`src/rtl/irq_ack_pkg.sv`:
```
package irq_ack_pkg;
   localparam int LVL_W   = 3;
   localparam int NUM_LVL = (1 << LVL_W) - 1;
   localparam logic [2:0] FC_IACK = 3'b111;

   // highest set bit index + 1, zero when empty
   function automatic logic [LVL_W-1:0] top_level(input logic [NUM_LVL-1:0] p);
      logic [LVL_W-1:0] r;
      r = '0;
      for (int i = 0; i < NUM_LVL; i++)
         if (p[i]) r = LVL_W'(i + 1);
      return r;
   endfunction
endpackage

```
`src/rtl/irq_req_latch.sv`:
```
module irq_req_latch
   import irq_ack_pkg::*;
(
   input  logic               clk,
   input  logic               rst_n,
   input  logic [NUM_LVL-1:0] req,
   input  logic               clr_en,
   input  logic [LVL_W-1:0]   clr_lvl,
   output logic [NUM_LVL-1:0] pend
);
   logic [NUM_LVL-1:0] req_q;
   logic [NUM_LVL-1:0] clr_mask;

   always_comb begin
      clr_mask = '0;
      if (clr_en && clr_lvl != '0)
         clr_mask[int'(clr_lvl) - 1] = 1'b1;
   end

   always_ff @(posedge clk) begin
      if (!rst_n) begin
         req_q <= '0;
         pend  <= '0;
      end else begin
         req_q <= req;
         // a new edge wins over a clear of the same level
         pend  <= (pend & ~clr_mask) | (req & ~req_q);
      end
   end
endmodule

```
`src/rtl/irq_prio_enc.sv`:
```
module irq_prio_enc
   import irq_ack_pkg::*;
#(
   parameter bit IPL_REG = 1'b0
)(
   input  logic               clk,
   input  logic               rst_n,
   input  logic [NUM_LVL-1:0] pend,
   output logic [LVL_W-1:0]   ipl
);
   logic [LVL_W-1:0] lvl_c;
   assign lvl_c = top_level(pend);

   generate
      if (IPL_REG) begin : g_reg
         logic [LVL_W-1:0] lvl_q;
         always_ff @(posedge clk) begin
            if (!rst_n) lvl_q <= '0;
            else        lvl_q <= lvl_c;
         end
         assign ipl = lvl_q;
      end else begin : g_comb
         assign ipl = lvl_c;
      end
   endgenerate
endmodule

```
`src/rtl/iack_decode.sv`:
```
module iack_decode
   import irq_ack_pkg::*;
#(
   parameter int ADDR_HI = 23
)(
   input  logic [2:0]       fc,
   input  logic [ADDR_HI:1] addr,
   input  logic             addr_strobe,
   input  logic             lo_strobe,
   output logic             hit,
   output logic [LVL_W-1:0] lvl
);
   assign hit = addr_strobe && lo_strobe && (fc == FC_IACK) && (&addr[ADDR_HI:4]);
   assign lvl = addr[3:1];
endmodule

```
`src/rtl/iack_reply.sv`:
```
module iack_reply
   import irq_ack_pkg::*;
#(
   parameter int VEC_W = 8
)(
   input  logic                     clk,
   input  logic                     rst_n,
   input  logic                     hit,
   input  logic [LVL_W-1:0]         lvl,
   input  logic [NUM_LVL-1:0]       pend,
   input  logic                     addr_strobe,
   input  logic [NUM_LVL-1:0]       auto_sel,
   input  logic [NUM_LVL*VEC_W-1:0] vec_tbl,
   output logic                     dtack,
   output logic                     vpa,
   output logic [VEC_W-1:0]         data_out,
   output logic                     data_oe,
   output logic                     active,
   output logic                     clr_en,
   output logic [LVL_W-1:0]         clr_lvl
);
   logic [LVL_W-1:0] lvl_q;
   logic             match;
   logic             is_auto;
   logic             live;
   int               sel;

   assign match = hit && (lvl != '0) && pend[int'(lvl) - 1];

   always_ff @(posedge clk) begin
      if (!rst_n) begin
         active <= 1'b0;
         lvl_q  <= '0;
      end else if (active) begin
         if (!addr_strobe) active <= 1'b0;
      end else if (match) begin
         active <= 1'b1;
         lvl_q  <= lvl;
      end
   end

   assign sel      = (lvl_q == '0) ? 0 : int'(lvl_q) - 1;
   assign is_auto  = auto_sel[sel];
   assign live     = active && addr_strobe;
   assign dtack    = live && !is_auto;
   assign vpa      = live && is_auto;
   assign data_oe  = dtack;
   assign data_out = dtack ? vec_tbl[sel*VEC_W +: VEC_W] : '0;
   assign clr_en   = active && !addr_strobe;
   assign clr_lvl  = lvl_q;
endmodule

```
`src/rtl/irq_prio_responder.sv`:
```
module irq_prio_responder
   import irq_ack_pkg::*;
#(
   parameter int VEC_W   = 8,
   parameter int ADDR_HI = 23,
   parameter bit IPL_REG = 1'b0
)(
   input  logic                     clk,
   input  logic                     rst_n,
   input  logic [NUM_LVL-1:0]       irq_req,
   input  logic [NUM_LVL-1:0]       auto_sel,
   input  logic [NUM_LVL*VEC_W-1:0] vec_tbl,
   input  logic [2:0]               fc,
   input  logic [ADDR_HI:1]         addr,
   input  logic                     addr_strobe,
   input  logic                     lo_strobe,
   output logic [LVL_W-1:0]         ipl,
   output logic                     dtack,
   output logic                     vpa,
   output logic [VEC_W-1:0]         data_out,
   output logic                     data_oe
);
   generate
      if (ADDR_HI < 19) begin : g_bad_addr
         $error("ADDR_HI must reach bit 19 for the acknowledge decode");
      end
      if (VEC_W < 1) begin : g_bad_vec
         $error("VEC_W must be positive");
      end
   endgenerate

   logic [NUM_LVL-1:0] pend;
   logic               hit;
   logic [LVL_W-1:0]   ack_lvl;
   logic               reply_act;
   logic               clr_en;
   logic [LVL_W-1:0]   clr_lvl;

   irq_req_latch u_latch (
      .clk(clk), .rst_n(rst_n), .req(irq_req),
      .clr_en(clr_en), .clr_lvl(clr_lvl), .pend(pend)
   );

   irq_prio_enc #(.IPL_REG(IPL_REG)) u_enc (
      .clk(clk), .rst_n(rst_n), .pend(pend), .ipl(ipl)
   );

   iack_decode #(.ADDR_HI(ADDR_HI)) u_dec (
      .fc(fc), .addr(addr), .addr_strobe(addr_strobe),
      .lo_strobe(lo_strobe), .hit(hit), .lvl(ack_lvl)
   );

   iack_reply #(.VEC_W(VEC_W)) u_reply (
      .clk(clk), .rst_n(rst_n), .hit(hit), .lvl(ack_lvl), .pend(pend),
      .addr_strobe(addr_strobe), .auto_sel(auto_sel), .vec_tbl(vec_tbl),
      .dtack(dtack), .vpa(vpa), .data_out(data_out), .data_oe(data_oe),
      .active(reply_act), .clr_en(clr_en), .clr_lvl(clr_lvl)
   );
endmodule

```
`config.mk`:
```
export PLATFORM = sky130hd
export DESIGN_NAME = irq_prio_responder
export DESIGN_NICKNAME = d
export VERILOG_FILES = /design/src/rtl/irq_ack_pkg.sv /design/src/rtl/irq_req_latch.sv /design/src/rtl/irq_prio_enc.sv /design/src/rtl/iack_decode.sv /design/src/rtl/iack_reply.sv /design/src/rtl/irq_prio_responder.sv
export SDC_FILE = /design/constraint.sdc
export NUM_CORES = 1
export LEC_CHECK = 0
export BUFFER_PORTS_ARGS = -buffer_cell sky130_fd_sc_hd__buf_2
export CORE_ASPECT_RATIO = 1.1
export CORE_MARGIN = 1.5
export CORE_UTILIZATION = 45
export DETAILED_ROUTE_END_ITERATION = 8
export PLACE_DENSITY = 0.9
export SYNTH_ARGS = -nofsm -noshare
export SYNTH_HDL_FRONTEND = slang
export SYNTH_SLANG_ARGS = --single-unit
```
`constraint.sdc`:
```
create_clock -name clk -period 7.3 [get_ports clk]
set_clock_uncertainty 0.2 [all_clocks]
set_input_delay 2.19 -clock clk [delete_from_list [all_inputs] [get_ports clk]]
set_output_delay 2.19 -clock clk [all_outputs]
set_load 0.01 [all_outputs]
```
==> impl_metrics.xml, run 1 <==
<?xml version="1.0" encoding="UTF-8"?>
<metrics>
  <group name="outcome">
    <metric name="status" unit="">finished, final reports clean</metric>
  </group>
  <group name="cts">
    <metric name="clk-insertion-delay-late" unit="ns">0.30</metric>
    <metric name="cts_setup_buffers" unit="">0</metric>
    <metric name="clockBufferDepth" unit="">2</metric>
    <metric name="cts-buffers-inserted" unit="">3</metric>
    <metric name="worst_path_clk_slew" unit="ns">0.11</metric>
    <metric name="tritoncts" unit="">yes</metric>
    <metric name="h-tree-depth" unit="">1</metric>
    <metric name="postCtsResizedCells" unit="">0</metric>
    <metric name="clock_tree.root_cell" unit="">sky130_fd_sc_hd__clkbuf_4</metric>
    <metric name="numClockSinks" unit="">18</metric>
    <metric name="postCtsHoldBufs" unit="">0</metric>
  </group>
  <group name="detailed_routing">
    <metric name="postRouteWirelength" unit="mm">4.68</metric>
    <metric name="drc" unit="">0</metric>
    <metric name="detailedRoute.firstPassIterationCount" unit="">4</metric>
    <metric name="drt-wirelength-per-cell" unit="microns">12.8</metric>
    <metric name="detailroute.via_count" unit="">1956</metric>
    <metric name="detailedRoute.firstIterationViolations" unit="">97</metric>
    <metric name="via_per_instance_ratio" unit="">5.33</metric>
    <metric name="antenna_left" unit="">0</metric>
  </group>
  <group name="power">
    <metric name="power_density" unit="mW/mm^2">101</metric>
    <metric name="power.clock.fraction" unit="%">27.7</metric>
    <metric name="power.combinational.fraction" unit="%">25.2</metric>
    <metric name="netSwitchingPower" unit="mW">0.0578</metric>
    <metric name="power" unit="mW">0.226</metric>
    <metric name="peakVddDrop" unit="V">0.000136</metric>
    <metric name="seqPwrFrac" unit="%">47.1</metric>
    <metric name="power.share.switching" unit="%">25.6</metric>
    <metric name="internal_power_consumption" unit="mW">0.168</metric>
    <metric name="power.static_leakage" unit="nW">0.992</metric>
  </group>
  <group name="worst_setup_path">
    <metric name="crit_path_start_kind" unit="">primary input</metric>
    <metric name="data_required_time_of_the_worst_path" unit="ns">4.91</metric>
    <metric name="critical_path_peak_fanout" unit="">8</metric>
    <metric name="rr_startpoint" unit="">u_reply.clr_lvl[0]</metric>
    <metric name="cells_on_worst_reg2reg_path" unit="">6</metric>
    <metric name="cp.arrival" unit="ns">3.51</metric>
    <metric name="worst_setup_path_end_kind" unit="">output port</metric>
    <metric name="rrSetupSlack" unit="ns">4.53</metric>
    <metric name="path_class" unit="">primary input to output port</metric>
    <metric name="r2r-end" unit="">u_latch.pend[0]</metric>
  </group>
  <group name="sta">
    <metric name="setup_violations" unit="">0</metric>
    <metric name="rsz0062_at_grt" unit="">no</metric>
    <metric name="transition_time_of_the_tightest_slew_check_pin" unit="ns">0.846</metric>
    <metric name="timing.final.hold_violations" unit="">0</metric>
    <metric name="slew_headroom" unit="%">43.5</metric>
    <metric name="slack_of_the_critical_path" unit="ns">1.40</metric>
    <metric name="final_max_slew_viol_count" unit="">0</metric>
    <metric name="totalNegativeSetupSlack" unit="ns">0</metric>
    <metric name="timing.fmax" unit="GHz">0.170</metric>
    <metric name="period_needed" unit="ns">5.90</metric>
    <metric name="timing.final.crit_share" unit="%">80.8</metric>
  </group>
  <group name="floorplan">
    <metric name="die_area" unit="sq mm">0.00402</metric>
    <metric name="fp.dieW" unit="microns">60.6</metric>
    <metric name="die_h" unit="microns">66.4</metric>
    <metric name="ios" unit="">114</metric>
    <metric name="design.core.area" unit="sq mm">0.00341</metric>
    <metric name="initial_core_util" unit="%">48.1</metric>
    <metric name="fp-row-count" unit="">22</metric>
  </group>
  <group name="global_route">
    <metric name="via_count_of_the_first_global_routing_pass" unit="">1848</metric>
    <metric name="grt_util_all_layers" unit="%">23.0</metric>
    <metric name="gr-total-overflow" unit="">0</metric>
    <metric name="grt_first_pass_wirelength" unit="mm">7.33</metric>
    <metric name="largest_net_degree_at_the_start_of_global_routing" unit="">26</metric>
    <metric name="antenna_found_initial" unit="">0</metric>
  </group>
  <group name="logic_synthesis">
    <metric name="synth.cell_area" unit="sq mm">0.00164</metric>
    <metric name="postSynth.asyncResetShare" unit="%">0</metric>
    <metric name="synth_top_area_cells" unit="">sky130_fd_sc_hd__dfxtp_1 (22%), sky130_fd_sc_hd__mux2_2 (12%), sky130_fd_sc_hd__nand2_1 (8.7%)</metric>
    <metric name="synth_cell_types" unit="">40</metric>
    <metric name="synth_ff_type" unit="">sky130_fd_sc_hd__dfxtp_1</metric>
    <metric name="synth.yosys.seq_area_share" unit="%">21.9</metric>
    <metric name="synth_top_cell_by_area" unit="">sky130_fd_sc_hd__dfxtp_1</metric>
    <metric name="synth_edf_count" unit="">0</metric>
    <metric name="syn-mean-instance-area" unit="sq um">7.68</metric>
    <metric name="yosys.area.top_type_share" unit="%">21.9</metric>
    <metric name="synth_cells" unit="">214</metric>
    <metric name="synth.net_count" unit="">318</metric>
    <metric name="synth-warning-count" unit="">0</metric>
    <metric name="synth.most_common_cell" unit="">sky130_fd_sc_hd__nand2_1</metric>
    <metric name="top_cells_by_count_synth" unit="">sky130_fd_sc_hd__nand2_1 (38), sky130_fd_sc_hd__dfxtp_1 (18), sky130_fd_sc_hd__mux2_2 (17), sky130_fd_sc_hd__a21oi_1 (12), sky130_fd_sc_hd__o21ai_0 (12)</metric>
    <metric name="ys_ff_latch" unit="">18</metric>
  </group>
  <group name="final_layout">
    <metric name="final_util" unit="%">65.8</metric>
    <metric name="layout.filler_cells" unit="">318</metric>
    <metric name="nets" unit="">424</metric>
    <metric name="final_layout_size_suffix_gt1_share" unit="%">44.5</metric>
    <metric name="final_antenna_diode_count" unit="">0</metric>
    <metric name="flow.area_growth_from_synthesis" unit="%">36.7</metric>
  </group>
  <group name="worst_hold_path">
    <metric name="hp-start" unit="">u_reply.clr_lvl[1]</metric>
    <metric name="endpoint_of_the_worst_hold_path" unit="">u_reply.clr_lvl[1]</metric>
    <metric name="whs_path_depth" unit="">2</metric>
    <metric name="worstHoldPathType" unit="">flop to flop</metric>
  </group>
  <group name="placement">
    <metric name="port_buffers" unit="">113</metric>
    <metric name="preCtsSetupSlack" unit="ns">1.40</metric>
    <metric name="finalWeightedCongestion" unit="">0.965</metric>
    <metric name="dpl.hpwl" unit="mm">3.92</metric>
  </group>
  <group name="job">
    <metric name="max-cap-violations" unit="">0</metric>
  </group>
</metrics>
routing by layer:
layer,part of all wire [%],GRT usage [%]
met1,38,25.0
met5,0,0
met2,52,41.8
met4,2.6,8.70
met3,7.8,5.28
through the flow:
stage               hold WS (ns)  std cells  instance area [sq um]
floorplan                  0.243        214                   1640
global placement           0.257        363                   2210
detailed placement         0.267        363                   2210
CTS                        0.281        367                   2250
global route               0.324        367                   2250
finish                     0.279        367                   2250
worst max-delay path, stage by stage:
cell	delay (ns)
sky130_fd_sc_hd__buf_2	0.10
sky130_fd_sc_hd__mux2i_1	0.14
sky130_fd_sc_hd__nor2_1	0.06
sky130_fd_sc_hd__a311oi_1	0.37
sky130_fd_sc_hd__o21ai_1	0.30
sky130_fd_sc_hd__a21oi_1	0.20
sky130_fd_sc_hd__buf_2	0.15
sequential cells by signal, summed over array words and instances, names as in the netlist:
register         flops
u_latch.pend         7
u_latch.req_q        7
u_reply.active       1
u_reply.clr_lvl      3
power groups by stage:
stage / logic, mW / clock network [mW] / registers, mW
after global placement: 0.0552 / 0 / 0.108
final: 0.0570 / 0.0625 / 0.106
after floorplan: 0.0249 / 0 / 0.108
after detailed placement: 0.0569 / 0 / 0.109
after CTS: 0.0573 / 0.0630 / 0.106
after global routing: 0.0637 / 0.0674 / 0.107
logic make-up (layout without fill, tap and decap cells):
logic type / count (synthesis) / after routing / synth area share [%]
xor+xnor: 3 / 3 / 1.60
flops: 18 / 18 / 21.9
mux: 24 / 24 / 16.7
fa+ha+maj: 4 / 4 / 3.05
simple gates: 87 / 87 / 27.0
compound gates: 60 / 60 / 24.8
buf+inv: 18 / 123 / 4.95
final cells by class:
| type | instances | area [sq um] | area share (%) |
|---|---|---|---|
| multi-input cells | 178 | 1200 | 53.5 |
| repair buffers | 113 | 566 | 25.2 |
| flip-flops and latches | 18 | 360 | 16.0 |
| well taps | 48 | 60.1 | 2.67 |
| clock buffers | 4 | 36.3 | 1.62 |
| inverters | 6 | 22.5 | 1.00 |
layout by cell type (no fill, tap or decap), types with 2 or more instances in the layout:
master	n
sky130_fd_sc_hd__ha_1	4
sky130_fd_sc_hd__xor2_1	2
sky130_fd_sc_hd__nand2b_1	6
sky130_fd_sc_hd__o21a_1	2
sky130_fd_sc_hd__a21boi_0	5
sky130_fd_sc_hd__o21bai_1	2
sky130_fd_sc_hd__o211ai_1	9
sky130_fd_sc_hd__nand3_1	3
sky130_fd_sc_hd__nor2_1	11
sky130_fd_sc_hd__mux2i_1	6
sky130_fd_sc_hd__nor3_1	2
sky130_fd_sc_hd__clkbuf_4	3
sky130_fd_sc_hd__a31oi_1	2
sky130_fd_sc_hd__a21bo_2	2
sky130_fd_sc_hd__dfxtp_1	18
sky130_fd_sc_hd__inv_1	6
sky130_fd_sc_hd__nor2b_1	7
sky130_fd_sc_hd__a21oi_1	12
sky130_fd_sc_hd__o221ai_1	8
sky130_fd_sc_hd__o31ai_1	2
sky130_fd_sc_hd__and2_1	8
sky130_fd_sc_hd__nand2_1	38
sky130_fd_sc_hd__nand4_1	5
sky130_fd_sc_hd__buf_2	113
sky130_fd_sc_hd__mux2_2	17
sky130_fd_sc_hd__a311oi_1	2
sky130_fd_sc_hd__o21ai_0	12
worst max-delay path by stage:
stage                       startpoint     endpoint  slack, ns  cells past startpoint
finish                     auto_sel[4]  data_out[6]       1.40                      7
global route        u_reply.clr_lvl[0]  data_out[2]       1.13                      8
CTS                        auto_sel[3]  data_out[6]       1.40                      7
detailed placement         auto_sel[3]  data_out[6]       1.40                      7
global placement           auto_sel[2]  data_out[2]       1.48                      7
floorplan                  auto_sel[4]  data_out[0]       1.74                      5
No activity file was read; power rests on OpenSTA's default activity.
==> run 2: changes to the inputs <==
--- a/config.mk
+++ b/config.mk
@@ -5,12 +5,13 @@
 export SDC_FILE = /design/constraint.sdc
 export NUM_CORES = 1
 export LEC_CHECK = 0
+export ABC_AREA = 1
 export BUFFER_PORTS_ARGS = -buffer_cell sky130_fd_sc_hd__buf_2
 export CORE_ASPECT_RATIO = 1.1
 export CORE_MARGIN = 1.5
-export CORE_UTILIZATION = 45
+export CORE_UTILIZATION = 44
 export DETAILED_ROUTE_END_ITERATION = 8
-export PLACE_DENSITY = 0.9
+export PLACE_DENSITY = 0.85
 export SYNTH_ARGS = -nofsm -noshare
 export SYNTH_HDL_FRONTEND = slang
 export SYNTH_SLANG_ARGS = --single-unit
==> constraint.sdc (replaced) <==
create_clock -name clk -period 5.6 [get_ports clk]
set_clock_uncertainty 0.2 [all_clocks]
set_input_delay 1.68 -clock clk [delete_from_list [all_inputs] [get_ports clk]]
set_output_delay 1.68 -clock clk [all_outputs]
set_load 0.01 [all_outputs]
==> run 2 against run 1 <==
  * Register-to-register slack worse by 1.5 ns
  * Die area is 19% higher
  * Sequential power is 33% higher
  * Global-route usage is 1.4 points lower
  * Cell area is 12% higher
  * Critical path depth is 5 higher
  * Count of clock-buffer cells in the layout stayed put
  * Synthesized area is 17% higher
  * Critical endpoint is now data_out[3]
==> impl_metrics.xml, run 2 <==
<?xml version="1.0" encoding="UTF-8"?>
<metrics>
  <group name="power">
    <metric name="power_density" unit="mW/mm^2">132</metric>
    <metric name="power" unit="mW">0.331</metric>
    <metric name="power.static_leakage" unit="nW">1.51</metric>
    <metric name="peakVddDrop" unit="V">0.000165</metric>
  </group>
  <group name="sta">
    <metric name="timing.fmax" unit="GHz">0.200</metric>
    <metric name="timing.final.hold_violations" unit="">0</metric>
    <metric name="slack_of_the_critical_path" unit="ns">0.596</metric>
    <metric name="transition_time_of_the_tightest_slew_check_pin" unit="ns">0.646</metric>
    <metric name="setup_violations" unit="">0</metric>
    <metric name="totalNegativeSetupSlack" unit="ns">0</metric>
    <metric name="final_max_slew_viol_count" unit="">0</metric>
    <metric name="timing.final.crit_share" unit="%">89.4</metric>
    <metric name="period_needed" unit="ns">5.00</metric>
    <metric name="rsz0062_at_grt" unit="">no</metric>
    <metric name="slew_headroom" unit="%">56.9</metric>
  </group>
  <group name="final_layout">
    <metric name="layout.filler_cells" unit="">422</metric>
    <metric name="finish.instance_area" unit="sq mm">0.00251</metric>
    <metric name="final_layout_size_suffix_gt1_share" unit="%">30.1</metric>
    <metric name="mostFrequentLayoutCells" unit="">sky130_fd_sc_hd__buf_2 (113), sky130_fd_sc_hd__nand2_1 (88), sky130_fd_sc_hd__nand3_1 (71), sky130_fd_sc_hd__inv_1 (66), sky130_fd_sc_hd__nor2_1 (38)</metric>
    <metric name="final_antenna_diode_count" unit="">0</metric>
    <metric name="final_common_cell" unit="">sky130_fd_sc_hd__buf_2</metric>
    <metric name="final_util" unit="%">58.9</metric>
    <metric name="flow.area_growth_from_synthesis" unit="%">30.0</metric>
    <metric name="nets" unit="">554</metric>
  </group>
  <group name="cts">
    <metric name="postCtsHoldBufs" unit="">0</metric>
    <metric name="clk-insertion-delay-late" unit="ns">0.25</metric>
    <metric name="clock_tree.root_cell" unit="">sky130_fd_sc_hd__clkbuf_8</metric>
    <metric name="worst_path_clk_slew" unit="ns">0.07</metric>
    <metric name="h-tree-depth" unit="">1</metric>
    <metric name="clockBufferDepth" unit="">2</metric>
    <metric name="postCtsResizedCells" unit="">0</metric>
    <metric name="numClockSinks" unit="">18</metric>
    <metric name="cts_setup_buffers" unit="">0</metric>
    <metric name="cts-buffers-inserted" unit="">3</metric>
    <metric name="tritoncts" unit="">yes</metric>
  </group>
  <group name="floorplan">
    <metric name="die_area" unit="sq mm">0.00479</metric>
    <metric name="fp.dieW" unit="microns">66.1</metric>
    <metric name="design.core.area" unit="sq mm">0.00425</metric>
    <metric name="fp-row-count" unit="">25</metric>
    <metric name="die_h" unit="microns">72.4</metric>
    <metric name="ios" unit="">114</metric>
    <metric name="initial_core_util" unit="%">45.3</metric>
  </group>
  <group name="global_route">
    <metric name="antenna_found_initial" unit="">0</metric>
    <metric name="grt_first_pass_wirelength" unit="mm">8.58</metric>
    <metric name="largest_net_degree_at_the_start_of_global_routing" unit="">22</metric>
    <metric name="gr-total-overflow" unit="">0</metric>
    <metric name="via_count_of_the_first_global_routing_pass" unit="">2224</metric>
    <metric name="grt_util_all_layers" unit="%">21.6</metric>
  </group>
  <group name="logic_synthesis">
    <metric name="synth.yosys.seq_area_share" unit="%">18.7</metric>
    <metric name="synth.net_count" unit="">450</metric>
    <metric name="synth_edf_count" unit="">0</metric>
    <metric name="synth_cells" unit="">346</metric>
    <metric name="synth-warning-count" unit="">0</metric>
    <metric name="synth_ff_type" unit="">sky130_fd_sc_hd__dfxtp_1</metric>
    <metric name="synth_top_cell_by_area" unit="">sky130_fd_sc_hd__dfxtp_1</metric>
    <metric name="postSynth.asyncResetShare" unit="%">0</metric>
    <metric name="synth.cell_area" unit="sq mm">0.00193</metric>
    <metric name="synth.most_common_cell" unit="">sky130_fd_sc_hd__nand2_1</metric>
    <metric name="top_cells_by_count_synth" unit="">sky130_fd_sc_hd__nand2_1 (88), sky130_fd_sc_hd__nand3_1 (71), sky130_fd_sc_hd__inv_1 (66), sky130_fd_sc_hd__nor2_1 (38), sky130_fd_sc_hd__dfxtp_1 (18)</metric>
    <metric name="syn-mean-instance-area" unit="sq um">5.57</metric>
    <metric name="ys_ff_latch" unit="">18</metric>
    <metric name="yosys.area.top_type_share" unit="%">18.7</metric>
    <metric name="synth_top_area_cells" unit="">sky130_fd_sc_hd__dfxtp_1 (19%), sky130_fd_sc_hd__nand3_1 (18%), sky130_fd_sc_hd__nand2_1 (17%)</metric>
    <metric name="synth_cell_types" unit="">29</metric>
  </group>
  <group name="worst_setup_path">
    <metric name="crit_path_top_delay_cell" unit="">sky130_fd_sc_hd__dfxtp_1</metric>
    <metric name="worst_setup_path_end_kind" unit="">output port</metric>
    <metric name="crit_path_start_kind" unit="">flop</metric>
    <metric name="cp_slowest_stage_delay" unit="ns">0.73</metric>
    <metric name="path_class" unit="">flop to output port</metric>
    <metric name="worstPathCellList" unit="">inv_1 -&gt; ha_1 -&gt; nand2_4 -&gt; nand2_2 -&gt; inv_2 -&gt; nand2_1 -&gt; nand3_1 -&gt; nand3_1 -&gt; nand2_2 -&gt; nand2_4 -&gt; nor2_1 -&gt; buf_2</metric>
    <metric name="cp.arrival" unit="ns">3.12</metric>
    <metric name="data_required_time_of_the_worst_path" unit="ns">3.72</metric>
    <metric name="critical_path_peak_fanout" unit="">21</metric>
  </group>
  <group name="detailed_routing">
    <metric name="detailedRoute.firstPassIterationCount" unit="">4</metric>
    <metric name="postRouteWirelength" unit="mm">5.21</metric>
    <metric name="detailroute.via_count" unit="">2419</metric>
    <metric name="antenna_left" unit="">0</metric>
    <metric name="drt-wirelength-per-cell" unit="microns">10.4</metric>
    <metric name="detailedRoute.firstIterationViolations" unit="">243</metric>
    <metric name="via_per_instance_ratio" unit="">4.81</metric>
    <metric name="drc" unit="">0</metric>
  </group>
  <group name="placement">
    <metric name="placedInstanceArea" unit="sq mm">0.00245</metric>
    <metric name="preCtsSetupSlack" unit="ns">0.892</metric>
    <metric name="dpl.hpwl" unit="mm">4.29</metric>
    <metric name="port_buffers" unit="">113</metric>
    <metric name="finalWeightedCongestion" unit="">0.875</metric>
  </group>
  <group name="job">
    <metric name="max-cap-violations" unit="">0</metric>
  </group>
  <group name="worst_hold_path">
    <metric name="worstHoldPathType" unit="">flop to flop</metric>
  </group>
  <group name="outcome">
    <metric name="status" unit="">finished, final reports clean</metric>
  </group>
</metrics>
-- run 2: kinds of logic (layout without fill, tap and decap cells) --
group / count (synthesis) / in the layout / share of synthesized area [%]
simple gates: 218 / 218 / 50.7
flops: 18 / 18 / 18.7
buf+inv: 83 / 186 / 19.3
fa+ha+maj: 4 / 4 / 2.60
compound gates: 20 / 20 / 7.01
xor+xnor: 3 / 3 / 1.75
-- run 2: final timing paths --
| path | from | slack, ns | cells past startpoint | endpoint |
|---|---|---|---|---|
| max | u_reply.clr_lvl[0] | 0.60 | 12 | data_out[3] |
| min | u_latch.req_q[2] | 0.21 | 1 | u_latch.pend[2] |
| max reg2reg | u_reply.clr_lvl[0] | 3.07 | 8 | u_latch.pend[3] |
| min reg2reg | u_latch.req_q[2] | 0.21 | 1 | u_latch.pend[2] |
-- run 2: final cells by class --
| cell class | instances | area, sq um | area share [%] |
|---|---|---|---|
| tap | 54 | 67.6 | 2.70 |
| clock buffer | 4 | 55.1 | 2.20 |
| timing repair buffer | 113 | 566 | 22.6 |
| inverter | 69 | 262 | 10.4 |
| multi-input combinational | 245 | 1200 | 47.7 |
| sequential | 18 | 360 | 14.4 |
-- run 2: critical path, delay by kind of cell, from the launching register on --
kind                     cells  cell delay (ns)
AND/OR/NAND/NOR              8             1.02
adder cells (fa/ha/maj)      1             0.33
flip-flops                   1             0.73
buffers and inverters        3             0.80
-- run 2: stage by stage --
| step | std cells | hold WS [ns] |
|---|---|---|
| 2_1_floorplan | 346 | 0.199 |
| 3_3_place_gp | 499 | 0.201 |
| 3_5_place_dp | 499 | 0.207 |
| 4_1_cts | 503 | 0.217 |
| 5_1_grt | 503 | 0.222 |
| 6_report | 503 | 0.214 |
-- run 2: layer usage --
| layer | track usage [%] | up-vias | wire length (microns) |
|---|---|---|---|
| li1 | - | 1286 | - |
| met1 | 24.9 | 1030 | 2150 |
| met2 | 41.9 | 97 | 2620 |
| met3 | 2.17 | 6 | 384 |
| met4 | 4.99 | 0 | 55 |
| met5 | 0 | - | 0 |
-- run 2: power by group --
group          total, mW  switching [mW]  internal (mW)
logic             0.0883          0.0431         0.0451
registers          0.141         0.00487          0.136
clock network      0.102          0.0401         0.0623
total              0.331          0.0881          0.243
==> run 3: changes to the inputs <==
--- a/config.mk
+++ b/config.mk
@@ -5,11 +5,10 @@
 export SDC_FILE = /design/constraint.sdc
 export NUM_CORES = 1
 export LEC_CHECK = 0
-export ABC_AREA = 1
 export BUFFER_PORTS_ARGS = -buffer_cell sky130_fd_sc_hd__buf_2
 export CORE_ASPECT_RATIO = 1.1
 export CORE_MARGIN = 1.5
-export CORE_UTILIZATION = 44
+export CORE_UTILIZATION = 42
 export DETAILED_ROUTE_END_ITERATION = 8
 export PLACE_DENSITY = 0.85
 export SYNTH_ARGS = -nofsm -noshare
==> run 3 against run 2 <==
  * Total power fell by 3.5%
  * Core utilization grew 3.0 points
  * Clock power grew 5%
  * Count of clock-buffer cells in the layout unchanged
  * Global-route usage rose by 0.76 points
  * Wire length shrank 7.2%
  * Combinational power decreased by 17%
  * Die area decreased by 10%
  * Worst hold slack gained 0.080 ns
  * Critical endpoint is now data_out[0]
  * Largest power group unchanged
==> impl_metrics.xml, run 3 (synthesis gave the netlist of run 1 again) <==
<?xml version="1.0" encoding="UTF-8"?>
<metrics>
  <group name="outcome">
    <metric name="status" unit="">finished, final reports clean</metric>
  </group>
  <group name="global_route">
    <metric name="largest_net_degree_at_the_start_of_global_routing" unit="">26</metric>
    <metric name="gr-total-overflow" unit="">0</metric>
    <metric name="via_count_of_the_first_global_routing_pass" unit="">1891</metric>
    <metric name="grt_first_pass_wirelength" unit="mm">7.89</metric>
    <metric name="grt_util_all_layers" unit="%">22.3</metric>
    <metric name="antenna_found_initial" unit="">0</metric>
  </group>
  <group name="worst_setup_path">
    <metric name="cp.arrival" unit="ns">3.05</metric>
    <metric name="worstPathCellList" unit="">buf_2 -&gt; mux2i_1 -&gt; nor2_1 -&gt; a311oi_1 -&gt; o21ai_1 -&gt; a21oi_1 -&gt; buf_2</metric>
    <metric name="path_class" unit="">primary input to output port</metric>
    <metric name="critical_path_peak_fanout" unit="">8</metric>
    <metric name="crit_path_start_kind" unit="">primary input</metric>
    <metric name="worst_setup_path_end_kind" unit="">output port</metric>
    <metric name="cp_top_family" unit="">compound AO/OA/AOI/OAI gates</metric>
    <metric name="crit_path_top_delay_cell" unit="">sky130_fd_sc_hd__a311oi_1</metric>
    <metric name="rr_startpoint" unit="">u_reply.clr_lvl[0]</metric>
    <metric name="rrSetupSlack" unit="ns">3.25</metric>
    <metric name="critical-path-top-cell-by-count" unit="">sky130_fd_sc_hd__buf_2</metric>
    <metric name="cp_slowest_stage_delay" unit="ns">0.41</metric>
    <metric name="cells_on_worst_reg2reg_path" unit="">6</metric>
    <metric name="data_required_time_of_the_worst_path" unit="ns">3.72</metric>
    <metric name="r2r-end" unit="">u_latch.pend[6]</metric>
    <metric name="critical_path.n_buffers_inverters" unit="">2</metric>
    <metric name="count_of_cell_instances_traversed_by_the_critical_path" unit="">7</metric>
  </group>
  <group name="placement">
    <metric name="placedInstanceArea" unit="sq mm">0.00223</metric>
    <metric name="preCtsSetupSlack" unit="ns">0.679</metric>
    <metric name="port_buffers" unit="">113</metric>
    <metric name="finalWeightedCongestion" unit="">0.851</metric>
    <metric name="dpl.hpwl" unit="mm">3.90</metric>
  </group>
  <group name="floorplan">
    <metric name="fp-row-count" unit="">23</metric>
    <metric name="die_area" unit="sq mm">0.00430</metric>
    <metric name="fp.dieW" unit="microns">62.6</metric>
    <metric name="design.core.area" unit="sq mm">0.00368</metric>
    <metric name="die_h" unit="microns">68.6</metric>
    <metric name="initial_core_util" unit="%">44.6</metric>
    <metric name="ios" unit="">114</metric>
  </group>
  <group name="final_layout">
    <metric name="flow.area_growth_from_synthesis" unit="%">38.9</metric>
    <metric name="nets" unit="">426</metric>
    <metric name="layout.filler_cells" unit="">346</metric>
    <metric name="final_common_cell" unit="">sky130_fd_sc_hd__buf_2</metric>
    <metric name="multi_input_combinational_cell_area" unit="sq mm">0.00120</metric>
    <metric name="final_layout_size_suffix_gt1_share" unit="%">44.9</metric>
    <metric name="final_antenna_diode_count" unit="">0</metric>
    <metric name="mostFrequentLayoutCells" unit="">sky130_fd_sc_hd__buf_2 (113), sky130_fd_sc_hd__nand2_1 (38), sky130_fd_sc_hd__dfxtp_1 (18), sky130_fd_sc_hd__mux2_2 (17)</metric>
    <metric name="finish.instance_area" unit="sq mm">0.00228</metric>
    <metric name="seqCellArea" unit="sq um">360</metric>
  </group>
  <group name="sta">
    <metric name="rsz0062_at_grt" unit="">no</metric>
    <metric name="hold-worst-slack" unit="ns">0.293</metric>
    <metric name="setup_violations" unit="">0</metric>
    <metric name="timing.final.hold_violations" unit="">0</metric>
    <metric name="totalNegativeSetupSlack" unit="ns">0</metric>
    <metric name="slew_headroom" unit="%">60.2</metric>
    <metric name="transition_time_of_the_tightest_slew_check_pin" unit="ns">0.598</metric>
    <metric name="timing.fmax" unit="GHz">0.203</metric>
    <metric name="final_max_slew_viol_count" unit="">0</metric>
    <metric name="timing.final.crit_share" unit="%">88.0</metric>
    <metric name="period_needed" unit="ns">4.93</metric>
    <metric name="slack_of_the_critical_path" unit="ns">0.674</metric>
  </group>
  <group name="detailed_routing">
    <metric name="postRouteWirelength" unit="mm">4.83</metric>
    <metric name="detailedRoute.firstPassIterationCount" unit="">4</metric>
    <metric name="detailroute.via_count" unit="">1952</metric>
    <metric name="detailedRoute.firstIterationViolations" unit="">108</metric>
    <metric name="drt-wirelength-per-cell" unit="microns">13.0</metric>
    <metric name="via_per_instance_ratio" unit="">5.26</metric>
    <metric name="drc" unit="">0</metric>
    <metric name="antenna_left" unit="">0</metric>
  </group>
  <group name="cts">
    <metric name="worst_path_clk_slew" unit="ns">0.07</metric>
    <metric name="tritoncts" unit="">yes</metric>
    <metric name="clockBufferDepth" unit="">2</metric>
    <metric name="h-tree-depth" unit="">1</metric>
    <metric name="clk-insertion-delay-late" unit="ns">0.26</metric>
    <metric name="postCtsResizedCells" unit="">0</metric>
    <metric name="cts_setup_buffers" unit="">0</metric>
    <metric name="cts-buffers-inserted" unit="">3</metric>
    <metric name="postCtsHoldBufs" unit="">0</metric>
    <metric name="clock_tree.root_cell" unit="">sky130_fd_sc_hd__clkbuf_8</metric>
    <metric name="numClockSinks" unit="">18</metric>
  </group>
  <group name="power">
    <metric name="power_density" unit="mW/mm^2">140</metric>
    <metric name="peakVddDrop" unit="V">0.000149</metric>
    <metric name="power.static_leakage" unit="nW">1.01</metric>
    <metric name="power" unit="mW">0.320</metric>
  </group>
  <group name="job">
    <metric name="max-cap-violations" unit="">0</metric>
  </group>
  <group name="worst_hold_path">
    <metric name="hp-start" unit="">u_reply.clr_lvl[1]</metric>
    <metric name="worstHoldPathType" unit="">flop to flop</metric>
    <metric name="whs_path_depth" unit="">2</metric>
    <metric name="endpoint_of_the_worst_hold_path" unit="">u_reply.clr_lvl[1]</metric>
  </group>
</metrics>
[run 3: worst max-delay path by stage]
stage	from	to	slack (ns)
6_report	auto_sel[4]	data_out[0]	0.67
3_5_place_dp	auto_sel[2]	data_out[0]	0.68
3_3_place_gp	auto_sel[2]	data_out[2]	0.78
4_1_cts	auto_sel[2]	data_out[0]	0.68
2_1_floorplan	auto_sel[4]	data_out[0]	1.06
5_1_grt	auto_sel[4]	data_out[4]	0.44
[run 3: final cells by class]
cell class	instances	share of cell area, %
Sequential cell	18	15.8
Inverter	6	0.987
Timing Repair Buffer	115	25.4
Clock buffer	4	2.41
Multi-Input combinational cell	178	52.6
Tap cell	50	2.74
[run 3: through the flow]
step / cells / util, %
final: 371 / 62.0
after global routing: 371 / 62.0
after CTS: 371 / 62.0
after detailed placement: 367 / 60.5
after global placement: 367 / 60.5
after floorplan: 214 / -
[run 3: tightest hold or removal path, delay by kind of cell, from the launching register on]
family	cells	cell delay, ns
muxes	1	0.06
DFF	1	0.32
and+or+nand+nor	1	0.06
[run 3: layer usage]
layer | vias to the layer above | share of wire [%] | wire [microns] | GRT usage [%]
li1 | 993 | - | - | -
met1 | 870 | 40 | 1920 | 24.2
met2 | 78 | 51 | 2470 | 43.7
met3 | 11 | 7.0 | 340 | 4.06
met4 | 0 | 2.1 | 100 | 9.17
met5 | - | 0 | 0 | 0
[run 3: where the power goes]
part / internal (mW) / switching, mW
combinational: 0.0447 / 0.0290
sequential: 0.135 / 0.00433
clock: 0.0625 / 0.0444
